## config.mk

```make
export PLATFORM = sky130hd
export DESIGN_NAME = tcal_counter
export DESIGN_NICKNAME = d
export VERILOG_FILES = /design/src/rtl/tcal_pkg.sv /design/src/rtl/tcal_rst_sync.sv /design/src/rtl/tcal_decode.sv /design/src/rtl/tcal_step.sv /design/src/rtl/tcal_encode.sv /design/src/rtl/tcal_counter.sv
export SDC_FILE = /design/constraint.sdc
export NUM_CORES = 1
export LEC_CHECK = 0
export ABC_AREA = 1
export CAP_MARGIN = 20
export CORE_ASPECT_RATIO = 2
export CORE_MARGIN = 2
export CORE_UTILIZATION = 55
export DETAILED_ROUTE_END_ITERATION = 12
export PLACE_DENSITY = 0.78
export SYNTH_ARGS = -nofsm -noshare
export SYNTH_HDL_FRONTEND = slang
export SYNTH_SLANG_ARGS = --single-unit
```

## constraint.sdc

```tcl
create_clock -name clk -period 4.7 [get_ports clk]
set_input_delay 1.175 -clock clk [delete_from_list [all_inputs] [get_ports clk]]
set_output_delay 1.175 -clock clk [all_outputs]
set_load 0.005 [all_outputs]
```

## src/rtl/tcal_pkg.sv

```systemverilog
package tcal_pkg;

  localparam int unsigned BYTE_W   = 8;
  localparam int unsigned NUM_W    = 7;
  localparam int unsigned NFIELD   = 7;
  localparam int unsigned ADDR_W   = 3;
  localparam int unsigned CTL_W    = 3;

  localparam int unsigned SEC_MAX  = 59;
  localparam int unsigned MIN_MAX  = 59;
  localparam int unsigned HR_MAX   = 23;
  localparam int unsigned DOW_MAX  = 7;
  localparam int unsigned MON_MAX  = 12;
  localparam int unsigned YR_MAX   = 99;
  localparam int unsigned HALF_DAY = 12;

  localparam logic [ADDR_W-1:0] A_SEC = 3'd0;
  localparam logic [ADDR_W-1:0] A_MIN = 3'd1;
  localparam logic [ADDR_W-1:0] A_HR  = 3'd2;
  localparam logic [ADDR_W-1:0] A_DOW = 3'd3;
  localparam logic [ADDR_W-1:0] A_DAY = 3'd4;
  localparam logic [ADDR_W-1:0] A_MON = 3'd5;
  localparam logic [ADDR_W-1:0] A_YR  = 3'd6;
  localparam logic [ADDR_W-1:0] A_CTL = 3'd7;

  typedef logic [BYTE_W-1:0] byte_t;
  typedef logic [NUM_W-1:0]  num_t;

  typedef struct packed {
    num_t yr;
    num_t mon;
    num_t day;
    num_t dow;
    num_t hr;
    num_t min;
    num_t sec;
  } tcal_bin_t;

  typedef struct packed {
    logic h24;
    logic bin;
    logic halt;
  } tcal_ctl_t;

  localparam logic [NFIELD-1:0][BYTE_W-1:0] FIELD_RST =
    {8'h00, 8'h01, 8'h01, 8'h01, 8'h00, 8'h00, 8'h00};
  localparam tcal_ctl_t CTL_RST   = '{h24: 1'b1, bin: 1'b0, halt: 1'b1};
  localparam byte_t     SEC_WMASK = 8'h7F;
  localparam num_t      NUM_ONE   = 7'd1;

  function automatic num_t bcd_to_bin(input byte_t v);
    num_t hi;
    num_t lo;
    hi = num_t'(v[7:4]);
    lo = num_t'(v[3:0]);
    return hi * num_t'(10) + lo;
  endfunction

  function automatic byte_t bin_to_bcd(input num_t n);
    num_t tens;
    num_t ones;
    tens = n / num_t'(10);
    ones = n % num_t'(10);
    return {tens[3:0], ones[3:0]};
  endfunction

  function automatic num_t month_len(input num_t m, input logic leap);
    num_t len;
    case (m)
      7'd2:                    len = leap ? 7'd29 : 7'd28;
      7'd4, 7'd6, 7'd9, 7'd11: len = 7'd30;
      default:                 len = 7'd31;
    endcase
    return len;
  endfunction

endpackage

```

## src/rtl/tcal_rst_sync.sv

```systemverilog
module tcal_rst_sync #(
  parameter int unsigned STAGES = 2
) (
  input  logic clk,
  input  logic arst_n,
  output logic srst_n
);

  logic [STAGES-1:0] sync_q;
  logic [STAGES-1:0] sync_d;

  always_comb begin
    sync_d = {sync_q[STAGES-2:0], 1'b1};
  end

  always_ff @(posedge clk or negedge arst_n) begin
    if (!arst_n) sync_q <= '0;
    else         sync_q <= sync_d;
  end

  assign srst_n = sync_q[STAGES-1];

endmodule

```

## src/rtl/tcal_decode.sv

```systemverilog
module tcal_decode
  import tcal_pkg::*;
(
  input  logic [NFIELD-1:0][BYTE_W-1:0] raw_i,
  input  tcal_ctl_t                     ctl_i,
  output tcal_bin_t                     val_o
);

  num_t [NFIELD-1:0] num;

  for (genvar g = 0; g < NFIELD; g++) begin : g_field
    byte_t src;
    if (g == int'(A_HR)) begin : g_hr
      assign src = {1'b0, raw_i[g][BYTE_W-2:0]};
    end else begin : g_plain
      assign src = raw_i[g];
    end
    assign num[g] = ctl_i.bin ? src[NUM_W-1:0] : bcd_to_bin(src);
  end

  logic pm;
  num_t h_clock;
  num_t h_base;

  always_comb begin
    pm      = raw_i[A_HR][BYTE_W-1];
    h_clock = num[A_HR];
    h_base  = (h_clock == num_t'(HALF_DAY)) ? '0 : h_clock;
    val_o.sec = num[A_SEC];
    val_o.min = num[A_MIN];
    val_o.hr  = ctl_i.h24 ? h_clock : (h_base + (pm ? num_t'(HALF_DAY) : '0));
    val_o.dow = num[A_DOW];
    val_o.day = num[A_DAY];
    val_o.mon = num[A_MON];
    val_o.yr  = num[A_YR];
  end

endmodule

```

## src/rtl/tcal_step.sv

```systemverilog
module tcal_step
  import tcal_pkg::*;
(
  input  tcal_bin_t cur_i,
  output tcal_bin_t nxt_o
);

  logic leap;
  num_t dim;
  logic c_min;
  logic c_hr;
  logic c_day;
  logic c_mon;
  logic c_yr;

  always_comb begin
    leap  = (cur_i.yr[1:0] == 2'b00);
    dim   = month_len(cur_i.mon, leap);
    c_min = (cur_i.sec >= num_t'(SEC_MAX));
    c_hr  = c_min && (cur_i.min >= num_t'(MIN_MAX));
    c_day = c_hr  && (cur_i.hr  >= num_t'(HR_MAX));
    c_mon = c_day && (cur_i.day >= dim);
    c_yr  = c_mon && (cur_i.mon >= num_t'(MON_MAX));

    nxt_o.sec = c_min ? '0 : cur_i.sec + NUM_ONE;
    nxt_o.min = c_hr  ? '0 : (c_min ? cur_i.min + NUM_ONE : cur_i.min);
    nxt_o.hr  = c_day ? '0 : (c_hr  ? cur_i.hr  + NUM_ONE : cur_i.hr);
    nxt_o.dow = c_day ? ((cur_i.dow >= num_t'(DOW_MAX)) ? NUM_ONE : cur_i.dow + NUM_ONE)
                      : cur_i.dow;
    nxt_o.day = c_mon ? NUM_ONE : (c_day ? cur_i.day + NUM_ONE : cur_i.day);
    nxt_o.mon = c_yr  ? NUM_ONE : (c_mon ? cur_i.mon + NUM_ONE : cur_i.mon);
    nxt_o.yr  = c_yr  ? ((cur_i.yr >= num_t'(YR_MAX)) ? '0 : cur_i.yr + NUM_ONE)
                      : cur_i.yr;
  end

endmodule

```

## src/rtl/tcal_encode.sv

```systemverilog
module tcal_encode
  import tcal_pkg::*;
(
  input  tcal_bin_t                     val_i,
  input  tcal_ctl_t                     ctl_i,
  output logic [NFIELD-1:0][BYTE_W-1:0] raw_o
);

  num_t [NFIELD-1:0] num;
  logic pm;
  num_t h12;

  always_comb begin
    pm  = (val_i.hr >= num_t'(HALF_DAY));
    h12 = pm ? (val_i.hr - num_t'(HALF_DAY)) : val_i.hr;
    if (h12 == '0) h12 = num_t'(HALF_DAY);
    num[A_SEC] = val_i.sec;
    num[A_MIN] = val_i.min;
    num[A_HR]  = ctl_i.h24 ? val_i.hr : h12;
    num[A_DOW] = val_i.dow;
    num[A_DAY] = val_i.day;
    num[A_MON] = val_i.mon;
    num[A_YR]  = val_i.yr;
  end

  for (genvar g = 0; g < NFIELD; g++) begin : g_field
    byte_t coded;
    assign coded = ctl_i.bin ? {1'b0, num[g]} : bin_to_bcd(num[g]);
    if (g == int'(A_HR)) begin : g_hr
      assign raw_o[g] = coded | {(pm & ~ctl_i.h24), {(BYTE_W-1){1'b0}}};
    end else begin : g_plain
      assign raw_o[g] = coded;
    end
  end

endmodule

```

## src/rtl/tcal_counter.sv

```systemverilog
module tcal_counter
  import tcal_pkg::*;
(
  input  logic              clk,
  input  logic              rst_n,
  input  logic              sec_tick,
  input  logic              host_we,
  input  logic [ADDR_W-1:0] host_addr,
  input  logic [BYTE_W-1:0] host_wdata,
  output logic [BYTE_W-1:0] host_rdata,
  output logic              upd_done
);

  logic rst_sync_n;

  tcal_rst_sync #(.STAGES(2)) u_rst (
    .clk    (clk),
    .arst_n (rst_n),
    .srst_n (rst_sync_n)
  );

  logic [NFIELD-1:0][BYTE_W-1:0] fld_q;
  logic [NFIELD-1:0][BYTE_W-1:0] adv_raw;
  tcal_ctl_t ctl_q;
  tcal_ctl_t ctl_d;
  tcal_bin_t cur_bin;
  tcal_bin_t nxt_bin;
  logic      adv_en;
  logic      ctl_we;
  logic      done_q;
  logic      done_d;

  tcal_decode u_dec (
    .raw_i (fld_q),
    .ctl_i (ctl_q),
    .val_o (cur_bin)
  );

  tcal_step u_step (
    .cur_i (cur_bin),
    .nxt_o (nxt_bin)
  );

  tcal_encode u_enc (
    .val_i (nxt_bin),
    .ctl_i (ctl_q),
    .raw_o (adv_raw)
  );

  assign adv_en = sec_tick & ~ctl_q.halt & ~host_we;
  assign ctl_we = host_we & (host_addr == A_CTL);

  for (genvar g = 0; g < NFIELD; g++) begin : g_reg
    logic  wr_hit;
    logic  fld_en;
    byte_t fld_d;
    byte_t q;
    assign wr_hit = host_we & (host_addr == ADDR_W'(g));
    assign fld_en = wr_hit | adv_en;

    always_comb begin
      if (wr_hit) fld_d = (g == int'(A_SEC)) ? (host_wdata & SEC_WMASK) : host_wdata;
      else        fld_d = adv_raw[g];
    end

    always_ff @(posedge clk or negedge rst_sync_n) begin
      if (!rst_sync_n)  q <= FIELD_RST[g];
      else if (fld_en)  q <= fld_d;
    end

    assign fld_q[g] = q;
  end

  always_comb begin
    ctl_d  = ctl_we ? tcal_ctl_t'(host_wdata[CTL_W-1:0]) : ctl_q;
    done_d = adv_en;
  end

  always_ff @(posedge clk or negedge rst_sync_n) begin
    if (!rst_sync_n)  ctl_q <= CTL_RST;
    else if (ctl_we)  ctl_q <= ctl_d;
  end

  always_ff @(posedge clk or negedge rst_sync_n) begin
    if (!rst_sync_n) done_q <= 1'b0;
    else             done_q <= done_d;
  end

  assign upd_done = done_q;

  always_comb begin
    host_rdata = '0;
    for (int i = 0; i < int'(NFIELD); i++) begin
      if (host_addr == ADDR_W'(i)) host_rdata = fld_q[i];
    end
    if (host_addr == A_CTL) host_rdata = {{(BYTE_W-CTL_W){1'b0}}, ctl_q};
  end

  // the seconds top bit never appears in the stored field
  a_r3_sec_top_clear: assert property (@(posedge clk) disable iff (!rst_sync_n)
    fld_q[A_SEC][BYTE_W-1] == 1'b0);

  // halt without a write freezes every field
  a_r4_halt_freezes: assert property (@(posedge clk) disable iff (!rst_sync_n)
    (ctl_q.halt && !host_we) |=> $stable(fld_q));

  // a done strobe follows only an accepted tick
  a_r9_done_needs_tick: assert property (@(posedge clk) disable iff (!rst_sync_n)
    upd_done |-> ($past(sec_tick) && !$past(host_we)));

  // a write cycle is never followed by a done strobe
  a_r10_write_drops_tick: assert property (@(posedge clk) disable iff (!rst_sync_n)
    host_we |=> !upd_done);

  // a control write is visible on the next cycle
  a_r2_ctl_readback: assert property (@(posedge clk) disable iff (!rst_sync_n)
    ctl_we |=> (ctl_q == $past(host_wdata[CTL_W-1:0])));

  // an advance in 12-hour mode never yields hour zero
  a_r7_hour_nonzero: assert property (@(posedge clk) disable iff (!rst_sync_n)
    (upd_done && !ctl_q.h24) |-> (fld_q[A_HR][BYTE_W-2:0] != '0));

endmodule

```

==> results.txt <==
----------------------------------------------------
[Status]
  Status ... finished with violations
  Violations in the final reports ... negative setup slack

[STA]
  Final Max Tran Viols ... 0
  Actual slew at the worst max-slew pin ... 0.916 ns
  Post-route worst hold slack ... 0.348 ns
  Unrepaired setup endpoints after global routing ... true
  Setup TNS ... -38.78 ns
  Share of the clock period used by the worst path after layout ... 139%
  Fin crit period ... 6.52 ns
  Final count of negative-setup-slack endpoints ... 38
  Skew final ... 0.0103 ns
  Relative slew slack ... 38.9%
  Final Hold Violating Endpoints ... 0
  Fmax achieved ... 153 MHz
  Worst-case setup margin in the final layout ... -1.82 ns

[Synthesis]
  Synth area leaders ... sky130_fd_sc_hd__nand2_1 18%, sky130_fd_sc_hd__dfrtp_1 16%, sky130_fd_sc_hd__inv_1 9.2%
  Combinational family with the most area after synthesis ... simple AND/OR/NAND/NOR gates
  Seq cells post-synth ... 62
  Mean area per synthesized cell ... 6.18 um^2
  Fraction of the mapped netlist area in simple logic gates ... 37.0%
  Synth cell count leaders ... 434 x sky130_fd_sc_hd__nand2_1, 221 x sky130_fd_sc_hd__inv_1, 110 x sky130_fd_sc_hd__nor2_1, 108 x sky130_fd_sc_hd__nand3_1, 99 x sky130_fd_sc_hd__o21ai_0
  Area of the mapped netlist ... 9040 um^2
  Complex-gate fraction of the synthesized area ... 17.3%
  Predominant post-synthesis flop cell ... sky130_fd_sc_hd__dfrtp_1
  Net count after synthesis ... 1556
  XOR/XNOR Fraction of Synth Area ... 4.25%
  Area leader, netlist ... sky130_fd_sc_hd__nand2_1
  Yosys top cell area share ... 18.0%
  Cells after Synth ... 1462
  Fraction of the mapped netlist area in adder cells ... 12.1%
  Post-synth EDFFs ... 0
  Synth warn ... 0
  Post-synthesis cell type count ... 62
  Ys async rst share ... 100%
  Fraction of synthesized area in multiplexers ... 0.125%
  Register area share after synthesis ... 17.2%
  Most common cell in the synthesized netlist ... sky130_fd_sc_hd__nand2_1

[Global routing]
  Antenna violations before repair ... 0
  Global router's overall resource usage ... 42.0%
  Via count of the first global-routing pass ... 12.0k
  Wire length of the first global-routing pass ... 56600 um
  Pin count of the biggest net entering global routing ... 61
  Grt total ovfl ... 0

[Setup path]
  Depth of the worst register-to-register path ... 49
  Arrival time of data at the critical path endpoint ... 6.75 ns
  Reg2reg start ... g_reg[2].q[4]
  First element of the critical path ... g_reg[2].q[4]
  Worst reg2reg path endpoint ... g_reg[2].q[3]
  Startpoint types ... register
  Crit path max fanout ... 6
  Critical-path cell with the highest stage delay ... sky130_fd_sc_hd__fa_1
  Crit end category ... register
  Data required time of the critical path ... 4.93 ns
  Most frequent cell on the critical path ... sky130_fd_sc_hd__nand2_2
  Delay of the slowest cell on the worst path ... 0.50 ns
  Register-to-Register Setup Slack ... -1.82 ns
  Startpoint-to-endpoint class of the critical path ... reg -> reg
  Worst setup path end ... g_reg[2].q[3]

[Die]
  IO Count ... 24
  Die outline height ... 185 um
  Die Wd ... 94.6 um
  Core area ... 16200 um^2
  Die footprint ... 17500 um^2
  Standard-cell rows ... 66
  Initial core utilization ... 55.8%

[Finish]
  Count of inserted antenna diode cells ... 0
  Final standard cell area without fillers ... 12900 um^2
  Layout cell share with drive strength beyond 1 ... 32.8%
  Post-layout instance count excluding filler cells ... 1980
  Final #Nets ... 1865
  Layout overhead on the synthesized area ... 43.1%

[Routing]
  Mean number of vias per cell ... 6.15
  Detailed Route WL ... 39200 um
  Detailed-route DRC error count ... 0
  Iter 0 DRT Violations ... 1202
  Remaining antenna violation count after routing ... 0
  Average wire per cell in the routed design ... 19.8 um
  First-pass detailed-route iteration total ... 7
  DR vias ... 12.2k

[Clocking]
  Clock slew at the register clock pins of the worst setup and hold paths ... 0.07 ns
  Number of buffers inserted during clock tree synthesis ... 9
  Skew-Pair Late Insertion Delay ... 0.35 ns
  TritonCTS clock tree ... yes
  Max clock buf depth ... 2
  Count of H-tree levels built during CTS ... 3
  # clock sinks ... 62
  Clock tree root driver cell ... sky130_fd_sc_hd__clkbuf_16

[Place]
  Half-perimeter wire length of the detailed placement result ... 26600 um
  Instance area at placement ... 11600 um^2
  Final RePlAce weighted congestion ... 1.03
  Total placed cells including tap cells ... 1923
  Quantity of I/O buffers inserted on ports ... 23

[Hold path]
  Worst hold path type ... reg -> reg

[Run]
  Max-cap viol count ... 0

----------------------------------------------------
cell families after synthesis:
logic type / after synthesis
AOI/OAI and AO/OA: 250
and+or+nand+nor: 758
muxes: 1
xor gates and xnor gates: 43
other: 1
adders and majority gates: 79
buffers and inverters: 268
DFF: 62
state kept, by name, summed over array words and instances (netlist names):
register	cells
g.q	56
ctl_q	3
u_rst.sync_q	2
upd_done	1
area by class of cell:
class,instances,area [um^2]
clock buffer,10,229
clock inverter,6,62.6
fill,1064,3250
inverter,238,908
multi-input combinational,1132,7320
sequential,62,1560
tap,204,255
timing repair buffer,328,2590
layout by cell type (no fill, tap or decap), drive strengths merged, types with 5 or more instances in the layout:
cell type	netlist	layout
nand4	23	23
o22ai	9	9
o211ai	13	13
nand3	120	120
nor2	115	115
or2	11	11
dfrtp	57	57
inv	233	233
fa	14	14
xnor2	14	14
a21oi	39	39
clkinv	5	7
nand2	469	469
o221ai	30	30
a221oi	6	6
xor2	29	29
clkdlybuf4s50	0	20
ha	65	65
dfstp	5	5
nand3b	10	10
buf	22	305
o2111ai	5	5
nor3	5	5
clkbuf	8	10
o21ai	130	130
repair_timing:
item	4_1_cts	5_1_grt
hold buffers	0	0
pin swaps	46	59
endpoints found under the setup margin	39	50
resized for setup	98	109
buffers inserted	26	17
metrics by stage:
step / util [%] / worst slack [ns]
finish: 79.9 / -1.82
global route: 79.9 / -2.33
CTS: 76.5 / -1.21
detailed placement: 71.4 / -1.51
global placement: 71.4 / -1.33
floorplan: - / -0.794
worst min-delay path by stage:
stage,from,end,slack [ns],cells after the start
global placement,u_rst.sync_q[0],u_rst.sync_q[1],0.34,0
detailed placement,u_rst.sync_q[0],u_rst.sync_q[1],0.34,0
finish,u_rst.sync_q[0],u_rst.sync_q[1],0.35,0
global route,u_rst.sync_q[0],u_rst.sync_q[1],0.35,0
floorplan,u_rst.sync_q[0],u_rst.sync_q[1],0.33,0
CTS,u_rst.sync_q[0],u_rst.sync_q[1],0.35,0
worst max-delay path, delay by kind of cell (launching register included):
| family | cells | cell delay [ns] |
|---|---|---|
| adder cells (fa/ha/maj) | 5 | 1.43 |
| flip-flops | 1 | 0.45 |
| AO/OA/AOI/OAI | 1 | 0.14 |
| AND/OR/NAND/NOR | 35 | 3.67 |
| buffers and inverters | 8 | 0.72 |
per-layer routing:
layer / share of wire [%] / global-route usage (%)
met5: 0 / 0
met4: 13 / 45.2
met3: 8.9 / 9.48
met2: 48 / 72.3
met1: 30 / 37.1
Power is not shown: default switching activity piles up to over one toggle a cycle in this logic, so the estimate is an artifact.
